==> src/rtl/fpx_pkg.sv <==
package fpx_pkg;
    localparam int EXC_W = 5;
    localparam int TT_W  = 3;

    typedef enum logic [TT_W-1:0] {
        TT_NONE   = 3'd0,
        TT_IEEE   = 3'd1,
        TT_UNIMP  = 3'd2,
        TT_SEQ    = 3'd3,
        TT_BADREG = 3'd4
    } trap_code_e;

    typedef struct packed {
        logic [EXC_W-1:0] accrued;
        logic             issue;
        logic [EXC_W-1:0] mask;
        logic [TT_W-1:0]  trap;
        logic             done;
    } fpx_state_t;
endpackage

==> src/rtl/fpx_classify.sv <==
module fpx_classify
    import fpx_pkg::*;
(
    input  logic [EXC_W-1:0] raised,
    input  logic [EXC_W-1:0] enable,
    input  logic [TT_W-1:0]  trap,
    input  logic             ne_valid,
    output logic [EXC_W-1:0] reduced,
    output logic [EXC_W-1:0] spill,
    output logic             divert,
    output logic             issue
);
    logic forced;

    always_comb begin
        reduced = raised & enable;
        spill   = raised & ~enable;
        unique case (trap)
            TT_UNIMP, TT_SEQ, TT_BADREG: forced = 1'b1;
            default:                     forced = 1'b0;
        endcase
        divert = ne_valid && (reduced != '0);
        issue  = !divert && ((reduced != '0) || forced);
    end

    always_comb begin
        assert (!(divert && issue)) else $error("p_excl_r4: divert and issue together");
    end
endmodule

==> src/rtl/fpx_ne_file.sv <==
module fpx_ne_file #(
    parameter int NREG = 64,
    localparam int IW  = $clog2(NREG)
) (
    input  logic            clk,
    input  logic            rst_n,
    input  logic            set_en,
    input  logic [IW-1:0]   set_idx,
    output logic [NREG-1:0] flags
);
    for (genvar g = 0; g < NREG; g++) begin : g_bit
        logic bit_d, bit_q;
        always_comb bit_d = bit_q | (set_en && (set_idx == IW'(g)));
        always_ff @(posedge clk) begin
            if (!rst_n) bit_q <= 1'b0;
            else        bit_q <= bit_d;
        end
        assign flags[g] = bit_q;
    end

    p_sticky_r10: assert property (@(posedge clk) disable iff (!rst_n)
        (flags & $past(flags)) == $past(flags));
    p_single_r4: assert property (@(posedge clk) disable iff (!rst_n)
        $countones(flags ^ $past(flags)) <= 1);
endmodule

==> src/rtl/fp_exc_mask_unit.sv <==
module fp_exc_mask_unit
    import fpx_pkg::*;
#(
    parameter int NE_REGS = 64,
    localparam int IDX_W  = $clog2(NE_REGS)
) (
    input  logic               clk,
    input  logic               rst_n,
    input  logic               in_valid,
    input  logic [EXC_W-1:0]   raised,
    input  logic [TT_W-1:0]    trap,
    input  logic [EXC_W-1:0]   enable,
    input  logic               ne_valid,
    input  logic [IDX_W-1:0]   ne_index,
    output logic [EXC_W-1:0]   accrued,
    output logic               irq_valid,
    output logic [EXC_W-1:0]   irq_mask,
    output logic [TT_W-1:0]    irq_trap,
    output logic [NE_REGS-1:0] ne_flags,
    output logic               done
);
    fpx_state_t       st_d, st_q;
    logic [EXC_W-1:0] reduced, spill;
    logic             divert, issue;

    fpx_classify u_cls (
        .raised   (raised),
        .enable   (enable),
        .trap     (trap),
        .ne_valid (ne_valid),
        .reduced  (reduced),
        .spill    (spill),
        .divert   (divert),
        .issue    (issue)
    );

    fpx_ne_file #(.NREG(NE_REGS)) u_ne (
        .clk     (clk),
        .rst_n   (rst_n),
        .set_en  (in_valid && divert),
        .set_idx (ne_index),
        .flags   (ne_flags)
    );

    always_comb begin
        st_d       = st_q;
        st_d.issue = 1'b0;
        st_d.done  = 1'b0;
        if (in_valid) begin
            st_d.accrued = st_q.accrued | spill;
            st_d.mask    = reduced;
            st_d.trap    = trap;
            st_d.issue   = issue;
            st_d.done    = 1'b1;
        end
    end

    always_ff @(posedge clk) begin
        if (!rst_n) st_q <= '0;
        else        st_q <= st_d;
    end

    assign accrued   = st_q.accrued;
    assign irq_valid = st_q.issue;
    assign irq_mask  = st_q.mask;
    assign irq_trap  = st_q.trap;
    assign done      = st_q.done;

    p_hold_r2: assert property (@(posedge clk) disable iff (!rst_n)
        !in_valid |=> $stable(accrued));
    p_accrue_r2: assert property (@(posedge clk) disable iff (!rst_n)
        in_valid |=> ((accrued & $past(accrued)) == $past(accrued)));
    p_divert_r4: assert property (@(posedge clk) disable iff (!rst_n)
        (in_valid && ne_valid && (raised & enable) != '0) |=> !irq_valid);
    p_force_r6: assert property (@(posedge clk) disable iff (!rst_n)
        (in_valid && !ne_valid && trap inside {3'd2, 3'd3, 3'd4}) |=> irq_valid);
    p_pulse_r9: assert property (@(posedge clk) disable iff (!rst_n)
        irq_valid |-> done);
    p_done_r9: assert property (@(posedge clk) disable iff (!rst_n)
        in_valid |=> done);
endmodule

==> config.mk <==
export PLATFORM = sky130hd
export DESIGN_NAME = fp_exc_mask_unit
export DESIGN_NICKNAME = d
export VERILOG_FILES = /design/src/rtl/fpx_pkg.sv /design/src/rtl/fpx_classify.sv /design/src/rtl/fpx_ne_file.sv /design/src/rtl/fp_exc_mask_unit.sv
export SDC_FILE = /design/constraint.sdc
export NUM_CORES = 1
export LEC_CHECK = 0
export CAP_MARGIN = 20
export CORE_MARGIN = 4
export CORE_UTILIZATION = 55
export DETAILED_ROUTE_END_ITERATION = 12
export DONT_BUFFER_PORTS = 1
export GPL_ROUTABILITY_DRIVEN = 0
export MAX_ROUTING_LAYER = met4
export PLACE_DENSITY_LB_ADDON = 0.1
export RECOVER_POWER = 50
export SYNTH_ARGS = -nofsm -noshare
export SYNTH_HDL_FRONTEND = slang
export SYNTH_SLANG_ARGS = --single-unit
export TNS_END_PERCENT = 10
==> constraint.sdc <==
create_clock -name clk -period 2.3 [get_ports clk]
set_clock_uncertainty 0.2 [all_clocks]
set_input_delay 0.23 -clock clk [delete_from_list [all_inputs] [get_ports clk]]
set_output_delay 0.23 -clock clk [all_outputs]
set_load 0.005 [all_outputs]
==> results of run 1 <==
==> cell type report <==
class | instances | area share [%]
sequential | 79 | 38.7
multi-input combinational | 240 | 37.1
timing repair buffer | 58 | 15.3
clock buffer | 13 | 3.64
tap | 80 | 2.45
clock inverter | 3 | 2.20
inverter | 7 | 0.642
==> through the flow <==
| step | util (%) | total power, mW | worst slack (ns) | cells | area [um^2] |
|---|---|---|---|---|---|
| 2_1_floorplan | - | 1.59 | 0.852 | 424 | 3800 |
| 3_3_place_gp | 48.3 | 1.56 | 0.719 | 408 | 3270 |
| 3_5_place_dp | 48.3 | 1.56 | 0.697 | 408 | 3270 |
| 4_1_cts | 60.4 | 2.86 | 0.0230 | 480 | 4080 |
| 5_1_grt | 60.5 | 2.94 | 0.0183 | 480 | 4090 |
| 6_report | 60.5 | 2.84 | 0.0594 | 480 | 4090 |
==> layout by cell type, fill, tap and decap left out, types with 5 or more instances in the layout <==
master and instances:
nand3_1 54, inv_1 7, nor2_1 10, o41ai_2 12, o21ai_1 35, nand2_1 65, dfxtp_1 79, dlygate4sd3_1 52
a31oi_1 5, clkbuf_8 10, nand2b_1 5, a21oi_1 5, o21ai_2 10
==> per-layer routing <==
| metal | track usage, % | share of wire, % | up-vias |
|---|---|---|---|
| li1 | - | - | 1353 |
| met1 | 28.7 | 44 | 1317 |
| met2 | 34.8 | 47 | 98 |
| met3 | 7.13 | 8.6 | 14 |
| met4 | 7.16 | 1.3 | 0 |
| met5 | - | 0 | - |
==> power by group <==
part,switching (mW),total (mW),internal (mW),leakage [nW]
combinational,0.127,0.211,0.0843,0.740
sequential,0.0130,1.40,1.38,0.639
clock,0.480,1.23,0.753,0.118
total,0.620,2.84,2.22,1.50
==> kinds of logic (layout without fill, tap and decap cells) <==
family                 count (synthesis)  after routing  share of synthesized area [%]
AND/OR/NAND/NOR                      158            158                           23.2
buffers and inverters                105             81                           18.4
flip-flops                            79             79                           41.7
AO/OA/AOI/OAI                         78             78                           15.7
multiplexers                           4              4                           1.05
==> worst max path at each step <==
stage / start / to / cells past startpoint
after CTS: ne_index[1] / u_ne.g_bit[4].bit_q$_SDFF_PN0_ / 4
after global routing: ne_index[3] / u_ne.g_bit[4].bit_q$_SDFF_PN0_ / 4
after detailed placement: enable[3] / u_ne.g_bit[44].bit_q$_SDFF_PN0_ / 4
final: ne_index[3] / u_ne.g_bit[4].bit_q$_SDFF_PN0_ / 4
after global placement: enable[3] / u_ne.g_bit[47].bit_q$_SDFF_PN0_ / 4
after floorplan: enable[3] / u_ne.g_bit[4].bit_q$_SDFF_PN0_ / 5
==> registers in the layout (all words and copies together) (netlist names) <==
| signal | count |
|---|---|
| done | 1 |
| irq_mask | 5 |
| irq_valid | 1 |
| accrued | 5 |
| irq_trap | 3 |
| u_ne.g_bit.bit_q | 64 |
==> worst reg2reg max path, stage by stage, from the launching register on <==
cell and delay, ns:
dfxtp_1 0.33, nand2_1 0.06, dlygate4sd3_1 0.56, o41ai_2 0.07
dlygate4sd3_1 0.58
==> what timing repair did <==
item / in CTS / in global routing
gates resized for setup: 0 / 3
endpoints found under the hold margin: 79 / 0
hold buffers: 56 / 0
buffers inserted: 0 / 0
endpoints found under the setup margin: 0 / 2
==> qor.txt, run 1 <==
status -> finished clean
WL final -> 8960 um
critical-path cell list -> dlygate4sd3_1 > or4b_4 > o41ai_2 > dlygate4sd3_1
Sequential Area -> 0.00158 mm^2
Worst Setup End Kind -> register
Worst Hold Path EP -> u_ne.g_bit[15].bit_q$_SDFF_PN0_
Layout Area Growth over Synthesis -> 7.75%
Worst EP required -> 2.39 ns
Core Area -> 0.00676 mm^2
Reg clk slew, reported paths -> 0.07 ns
Initial Util -> 56.2%
worst path bufs/invs -> 2
max incr delay on CP -> 0.65 ns
FF-to-FF setup slack -> 0.38 ns
Via density -> 5.80
Worst path slowest cell -> dlygate4sd3_1
max-slew violations -> 0
Die Y -> 91.1 um
Syn Inst Count -> 424
Root Buffer -> clkbuf_8
final hold vios -> 0
DP HPWL -> 5040 um
worst slew pin tran -> 0.668 ns
Yosys warning count -> 0
Site Rows -> 30
f_max -> 0.446 GHz
Synth top area share -> 41.7%
crit path max fanout -> 13
antenna cells -> 0
top post-synthesis cells by area -> dfxtp_1 42%, buf_4 14%, nand3_1 7.1%
initial antenna violation count -> 0
Static Leak -> 1.50 nW
Worst Hold Class -> primary input to register
WHS -> 0.0197 ns
total negative slack -> 0 ns
Syn Area/Cell -> 8.95 um^2
Reg-to-Reg Start -> u_ne.g_bit[63].bit_q$_SDFF_PN0_
multi-input gate area in the final layout -> 0.00152 mm^2
cts bufs inserted -> 9
relative slew slack -> 55.3%
post-synthesis register bit count -> 79
largest net degree at the start of global routing -> 97
Async SR Flop Fraction -> 0%
Post-synth top cells -> 79 x dfxtp_1, 70 x buf_4, 65 x nand2_1
CTS tree -> done
Layout Nets -> 418
Synth Flop Type -> dfxtp_1
1st-iter DRT viols -> 231
Die Span X -> 91.1 um
Critical Path AT -> 2.33 ns
share of the yosys chip area belonging to registers -> 41.7%
most common cell in the netlist -> dfxtp_1
Clock H-tree levels -> 3
biggest area consumer among synthesized cells -> dfxtp_1
Clock Tree Buf Depth -> 2
Cell Area, Synth -> 0.00380 mm^2
cells on worst reg2reg path -> 4
CP startpoint kind -> primary input
Max-Cap Viols -> 0
vias in the first global route -> 2720
Worst Hold Launch -> in_valid
# port buffers -> 0
num ports -> 102
Antenna Nets Post-Route -> 0
Tmin final -> 2.24 ns
crit share post-route -> 97.4%
Hold Path Depth -> 2
DRC violations left -> 0
first drt pass iteration count -> 4
Tot GR Track Use -> 22.7%
die area -> 0.00830 mm^2
gr ovfl total -> 0
clock sink count -> 79
Distinct cells, synth -> 35
syn nets -> 447
FF-to-FF End -> u_ne.g_bit[63].bit_q$_SDFF_PN0_
proportion of layout cells with a drive suffix above 1 -> 13.0%
Clock Latency Late Sink -> 0.34 ns
first-pass GRT wire length -> 14600 um
WL/cell -> 18.7 um
Worst path most repeated cell -> dlygate4sd3_1
final setup violation count -> 0
Setup CP Type -> primary input to register
CP delay by family, top -> buffers and inverters
vias -> 2782
FILL cells -> 592
VDD IR max -> 378 uV
Post-synth EDFFs -> 0
RSZ-0062 raised after global routing -> false
PD cells -> 695 mW/mm^2
(Power assumes the default switching activity.)
==> run 2: changes to the inputs <==
Settings changed: ABC_AREA set to 1.
==> qor.txt, run 2 <==
Synth top area share -> 41.4% (-0.22 points)
f_max -> 0.467 GHz (+4.6%)
Root Buffer -> clkbuf_8
PD cells -> 765 mW/mm^2 (+10%)
final hold vios -> 0 (unchanged)
Tot GR Track Use -> 23.1% (+0.32 points)
initial antenna violation count -> 0 (unchanged)
max reg flops -> 64 (unchanged)
final setup violation count -> 0 (unchanged)
crit share post-route -> 93.1% (-4.3 points)
Worst Setup End Kind -> register
Setup CP Type -> primary input to register
most common cell in the netlist -> inv_1
worst path bufs/invs -> 2 (unchanged)
Distinct cells, synth -> 18 (-49%)
most frequent cells in the layout -> 86 x inv_1, 79 x dfxtp_1, 76 x nor2_1
post-synthesis register bit count -> 79 (unchanged)
# port buffers -> 0 (unchanged)
CP startpoint kind -> primary input
switching share of power -> 23.1% (+1.3 points)
relative slew slack -> 52.2% (-3.1 points)
clock sink count -> 79 (unchanged)
Via density -> 5.44 (-6.2%)
Layout Area Growth over Synthesis -> -0.393%
Static Leak -> 1.31 nW (-13%)
post-synthesis mux area share -> 0% (-1.1 points)
placed cell count -> 505 (+24%)
Reg-to-Reg Start -> accrued[2]$_SDFFE_PN0P_
Yosys warning count -> 0 (unchanged)
critical-path cell list -> dlygate4sd3_1 > nand2_1 > nand2_1 > nor2_1 > nand2_4 > o21ai_0 > a21oi_1 > dlygate4sd3_1
first drt pass iteration count -> 4 (unchanged)
Clock Latency Late Sink -> 0.35 ns (about the same)
Die Span X -> 91.3 um (+0.24%)
Reg clk slew, reported paths -> 0.08 ns (about the same)
Worst Setup EP -> irq_valid$_SDFF_PN0_
post-synthesis simple-gate area fraction -> 21.5% (-1.7 points)
WL final -> 9020 um (+0.75%)
Worst path depth -> 8 (+4)
num ports -> 102 (unchanged)
Tmin final -> 2.14 ns (-0.0991 ns)
Clock Tree Buf Depth -> 2 (unchanged)
Initial Util -> 56.5% (+0.30 points)
Worst path slowest cell -> dlygate4sd3_1
Synth Area in XOR/XNOR -> 0% (unchanged)
FILL cells -> 655 (+11%)
die area -> 0.00833 mm^2 (+0.47%)
# Post-CTS Setup Buffers -> 0 (unchanged)
syn nets -> 543 (+21%)
vias in the first global route -> 2849 (+4.7%)
1st-iter DRT viols -> 297 (+29%)
antenna cells -> 0 (unchanged)
status -> finished clean
Die Y -> 91.3 um (+0.24%)
Int Power -> 2.23 mW (+0.63%)
Post-synth top cells -> 86 x inv_1, 79 x dfxtp_1, 76 x nor2_1
Post-synth EDFFs -> 0 (unchanged)
post-synthesis adder-cell area fraction -> 0% (unchanged)
non-filler cells, final -> 543 (+13%)
share of the yosys chip area belonging to registers -> 41.4% (-0.22 points)
total negative slack -> 0 ns (unchanged)
DP HPWL -> 5680 um (+13%)
proportion of layout cells with a drive suffix above 1 -> 5.18% (-7.8 points)
vias -> 2952 (+6.1%)
max incr delay on CP -> 0.56 ns (-0.09 ns)
Core Area -> 0.00676 mm^2 (unchanged)
FF-to-FF setup slack -> 0.85 ns (+0.47 ns)
cells on worst reg2reg path -> 3 (-1)
Critical Path AT -> 2.18 ns (-0.15 ns)
Synth Flop Type -> dfxtp_1
CTS tree -> done
WL/cell -> 16.6 um (-11%)
Clock Power Share -> 44.3% (+0.9 points)
Async SR Flop Fraction -> 0% (unchanged)
biggest area consumer among synthesized cells -> dfxtp_1
crit path max fanout -> 24 (+11)
worst slew pin tran -> 0.716 ns (+0.0482 ns)
Clock H-tree levels -> 3 (unchanged)
Psw -> 0.672 mW (+8.3%)
top post-synthesis cells by area -> dfxtp_1 41%, buf_4 13%, nand4_1 10%
largest reg by FF count -> u_ne.g_bit.bit_q
VDD IR max -> 414 uV (+9.5%)
share of power burned in registers -> 48.1% (-1.1 points)
max-slew violations -> 0 (unchanged)
fin util -> 56.3% (-4.3 points)
Site Rows -> 30 (unchanged)
CP delay by family, top -> buffers and inverters
Antenna Nets Post-Route -> 0 (unchanged)
Cell Area, Synth -> 0.00382 mm^2 (+0.53%)
crit path launch -> raised[1]
Worst Hold Class -> primary input to register
largest net degree at the start of global routing -> 76 (-22%)
Max-Cap Viols -> 0 (unchanged)
Layout Nets -> 481 (+15%)
first-pass GRT wire length -> 14700 um (+0.81%)
post-synthesis compound-gate area fraction -> 11.1% (-4.6 points)
largest family of logic cells by synthesized area -> buffers and inverters
Syn Area/Cell -> 7.34 um^2 (-18%)
power share of the combinational group -> 7.6% (+0.2 points)
gr ovfl total -> 0 (unchanged)
RSZ-0062 raised after global routing -> false
DRC violations left -> 0 (unchanged)
Syn Inst Count -> 520 (+23%)
cts bufs inserted -> 9 (unchanged)
Worst EP required -> 2.34 ns (-0.05 ns)
Pwr Total -> 2.91 mW (+2.3%)
FF-to-FF End -> accrued[2]$_SDFFE_PN0P_
most common cell after layout, fill and taps aside -> inv_1
run 2: cell count changes in the layout (fill, tap and decap cells not counted), moves of 5 or more:
cell / delta
inv_1: +79
nor2_1: +66
nand4_1: +63
a21oi_1: +62
nand3_1: -53
o21ai_1: -35
nand2_1: -34
dlygate4sd3_1: -32
o41ai_2: -12
o21ai_2: -10
nand2b_1: -5
o22ai_1: +5
run 2: worst register-to-register path: cells and delay by family (launching register included):
family	cells	cell delay, ns
AO/OA/AOI/OAI	1	0.17
buffers and inverters	1	0.58
AND/OR/NAND/NOR	1	0.04
flip-flops	1	0.34
run 2: timing repair:
| action | 4_1_cts | 5_1_grt |
|---|---|---|
| hold buffers | 22 | 0 |
| resized for setup | 0 | 1 |
| endpoints found under the hold margin | 79 | 0 |
| endpoints found under the setup margin | 0 | 1 |
run 2: power groups by stage:
stage / combinational [mW] / sequential [mW] / clock, mW
floorplan: 0.159 / 1.43 / 0
global placement: 0.137 / 1.43 / 0
detailed placement: 0.139 / 1.43 / 0
CTS: 0.213 / 1.40 / 1.31
global route: 0.245 / 1.40 / 1.38
finish: 0.220 / 1.40 / 1.29
run 2: worst min path at each step:
stage,from,endpoint,slack (ns),depth (start not counted)
after floorplan,trap[2],irq_trap[2]$_SDFFE_PN0P_,0.14,2
after global placement,in_valid,irq_mask[4]$_SDFFE_PN0P_,0.13,1
after detailed placement,ne_valid,irq_valid$_SDFF_PN0_,0.13,1
after CTS,ne_valid,u_ne.g_bit[59].bit_q$_SDFF_PN0_,0.06,3
after global routing,ne_valid,u_ne.g_bit[32].bit_q$_SDFF_PN0_,0.08,3
final,ne_valid,u_ne.g_bit[21].bit_q$_SDFF_PN0_,0.07,3
run 2: logic make-up after synthesis:
family                 after synthesis
buffers and inverters              185
and+or+nand+nor                    174
DFF                                 79
AOI/OAI and AO/OA                   82
run 2: final cells by class:
class                   count  area [um^2]  area share (%)
well taps                  80          100            2.63
inverters                  87          327            8.59
clock inverters             5          104            2.73
flip-flops and latches     79         1580            41.6
repair buffers             25          290            7.64
multi-input cells         256         1250            32.8
clock buffers              11          151            3.98
run 2: stage by stage:
step	instance area (um^2)	hold WS, ns	worst slack (ns)
floorplan	3820	0.143	1.07
global placement	3290	0.131	0.702
detailed placement	3290	0.131	0.701
CTS	3800	0.0626	0.110
global route	3800	0.0779	0.0176
finish	3800	0.0730	0.158
run 2: routing by layer:
layer  GRT usage (%)  wire (um)  vias to the layer above
met4            11.9        200                        0
met1            28.1       3940                     1329
li1                -          -                     1492
met3            8.20        802                       19
met5               -          0                        -
met2            33.5       4080                      112
==> run 3: changes to the inputs <==
Settings changed: PLACE_DENSITY set to 0.71, PLACE_DENSITY_LB_ADDON 0.1 to unset.
==> qor.txt, run 3 (synthesized netlist as in run 2, its figures left out) <==
f_max -> 0.467 GHz (about the same)
DP HPWL -> 5890 um (+3.7%)
Psw -> 0.653 mW (-2.7%)
FF-to-FF setup slack -> 0.82 ns (-0.03 ns)
Critical Path AT -> 2.19 ns (about the same)
cells on worst reg2reg path -> 3 (unchanged)
fin util -> 55.7% (-0.54 points)
share of power burned in registers -> 50.4% (+2.3 points)
Int Power -> 2.12 mW (-5.1%)
final setup violation count -> 0 (unchanged)
most frequent cells in the layout -> 86 x inv_1, 79 x dfxtp_1, 76 x nor2_1
DRC violations left -> 0 (unchanged)
Static Leak -> 1.28 nW (-1.9%)
Die Y -> 91.3 um (unchanged)
CP startpoint kind -> primary input
status -> finished clean
final hold vios -> 0 (unchanged)
crit share post-route -> 93.1% (about the same)
Site Rows -> 30 (unchanged)
post-cts gate resize count -> 0 (unchanged)
Setup CP Type -> primary input to register
# Post-CTS Setup Buffers -> 0 (unchanged)
FILL cells -> 641 (-2.1%)
max-slew violations -> 0 (unchanged)
cts bufs inserted -> 9 (unchanged)
Clock Tree Buf Depth -> 2 (unchanged)
Core Area -> 0.00676 mm^2 (unchanged)
worst slew pin tran -> 0.491 ns (-0.226 ns)
Hold Path Depth -> 3 (unchanged)
FF-to-FF End -> irq_mask[0]$_SDFFE_PN0P_
WL final -> 9090 um (+0.69%)
Reg clk slew, reported paths -> 0.08 ns (about the same)
1st-iter DRT viols -> 287 (-3.4%)
die area -> 0.00833 mm^2 (unchanged)
vias in the first global route -> 2881 (+1.1%)
proportion of layout cells with a drive suffix above 1 -> 5.18% (unchanged)
gr ovfl total -> 0 (unchanged)
Root Buffer -> clkbuf_8
WL/cell -> 16.7 um (+0.69%)
Worst EP required -> 2.35 ns (about the same)
PD cells -> 737 mW/mm^2 (-3.6%)
Sequential Area -> 0.00158 mm^2 (unchanged)
power share of the combinational group -> 7.8% (+0.2 points)
Initial Util -> 56.5% (unchanged)
Via density -> 5.52 (+1.5%)
Die Span X -> 91.3 um (unchanged)
Layout Area Growth over Synthesis -> -1.34%
Clock Latency Late Sink -> 0.35 ns (about the same)
Reg-to-Reg Start -> irq_mask[0]$_SDFFE_PN0P_
total negative slack -> 0 ns (unchanged)
Worst Hold Class -> primary input to register
switching share of power -> 23.5% (+0.45 points)
Clock H-tree levels -> 3 (unchanged)
first drt pass iteration count -> 5 (+1)
Worst Setup End Kind -> register
max reg flops -> 64 (unchanged)
Max-Cap Viols -> 0 (unchanged)
Tot GR Track Use -> 23.2% (+0.11 points)
Worst Hold Launch -> ne_valid
first-pass GRT wire length -> 14700 um (+0.18%)
clock sink count -> 79 (unchanged)
crit path max fanout -> 66 (+180%)
CTS tree -> done
antenna cells -> 0 (unchanged)
multi-input gate area in the final layout -> 0.00124 mm^2 (-0.40%)
Worst Hold Path EP -> u_ne.g_bit[32].bit_q$_SDFF_PN0_
# port buffers -> 0 (unchanged)
most common cell after layout, fill and taps aside -> inv_1
Antenna Nets Post-Route -> 0 (unchanged)
RSZ-0062 raised after global routing -> false
initial antenna violation count -> 0 (unchanged)
vias -> 2997 (+1.5%)
largest net degree at the start of global routing -> 76 (unchanged)
num ports -> 102 (unchanged)
relative slew slack -> 67.2% (+15 points)
Layout Nets -> 481 (unchanged)
Clock Power Share -> 41.8% (-2.5 points)
largest reg by FF count -> u_ne.g_bit.bit_q
VDD IR max -> 341 uV (-18%)
Pwr Total -> 2.77 mW (-4.6%)
Tmin final -> 2.14 ns (+0.000238 ns)
run 3: worst max-delay path by stage:
stage / start / end / cells after the start
5_1_grt: raised[2] / irq_valid$_SDFF_PN0_ / 9
6_report: raised[2] / irq_valid$_SDFF_PN0_ / 9
3_3_place_gp: ne_index[4] / u_ne.g_bit[40].bit_q$_SDFF_PN0_ / 5
4_1_cts: raised[2] / irq_valid$_SDFF_PN0_ / 9
2_1_floorplan: enable[2] / u_ne.g_bit[15].bit_q$_SDFF_PN0_ / 8
3_5_place_dp: ne_index[3] / u_ne.g_bit[42].bit_q$_SDFF_PN0_ / 6
run 3: worst max-delay path, stage by stage:
cell and delay (ns):
dlygate4sd3_1 0.58, nand2_1 0.11, nand2_1 0.07, nor2_1 0.12
nand2_2 0.08, buf_12 0.19, o21ai_0 0.17, a21oi_1 0.05
dlygate4sd3_1 0.56
run 3: what timing repair did:
action	4_1_cts	5_1_grt
setup endpoints to repair	0	0
hold buffers	22	0
hold endpoints to repair	79	0
run 3: final cells by class:
| type | instances | area share, % |
|---|---|---|
| flip-flops and latches | 79 | 42.0 |
| inverters | 87 | 8.67 |
| repair buffers | 25 | 7.51 |
| clock buffers | 11 | 4.02 |
| well taps | 80 | 2.66 |
| clock inverters | 5 | 2.13 |
| multi-input cells | 256 | 33.0 |
run 3: power by group through the flow:
stage / Sequential [mW] / Combinational [mW] / Clock, mW
after floorplan: 1.43 / 0.159 / 0
after global placement: 1.43 / 0.132 / 0
after detailed placement: 1.43 / 0.136 / 0
after global routing: 1.40 / 0.238 / 1.26
final: 1.40 / 0.216 / 1.16
after CTS: 1.40 / 0.208 / 1.18
run 3: per-stage QoR:
| step | setup WS [ns] | hold WS (ns) | instances | cell area, um^2 |
|---|---|---|---|---|
| detailed placement | 0.922 | 0.140 | 505 | 3290 |
| CTS | 0.260 | 0.0605 | 543 | 3760 |
| floorplan | 1.07 | 0.143 | 520 | 3820 |
| global placement | 0.956 | 0.127 | 505 | 3290 |
| global route | 0.0770 | 0.0854 | 543 | 3760 |
| finish | 0.158 | 0.0718 | 543 | 3760 |
run 3: routing by layer:
| layer | vias to the layer above | wire [um] | track usage (%) |
|---|---|---|---|
| met5 | - | 0 | - |
| met4 | 0 | 210 | 10.1 |
| met3 | 18 | 940 | 8.95 |
| met2 | 125 | 4520 | 37.2 |
| met1 | 1366 | 3410 | 25.6 |
| li1 | 1488 | - | - |
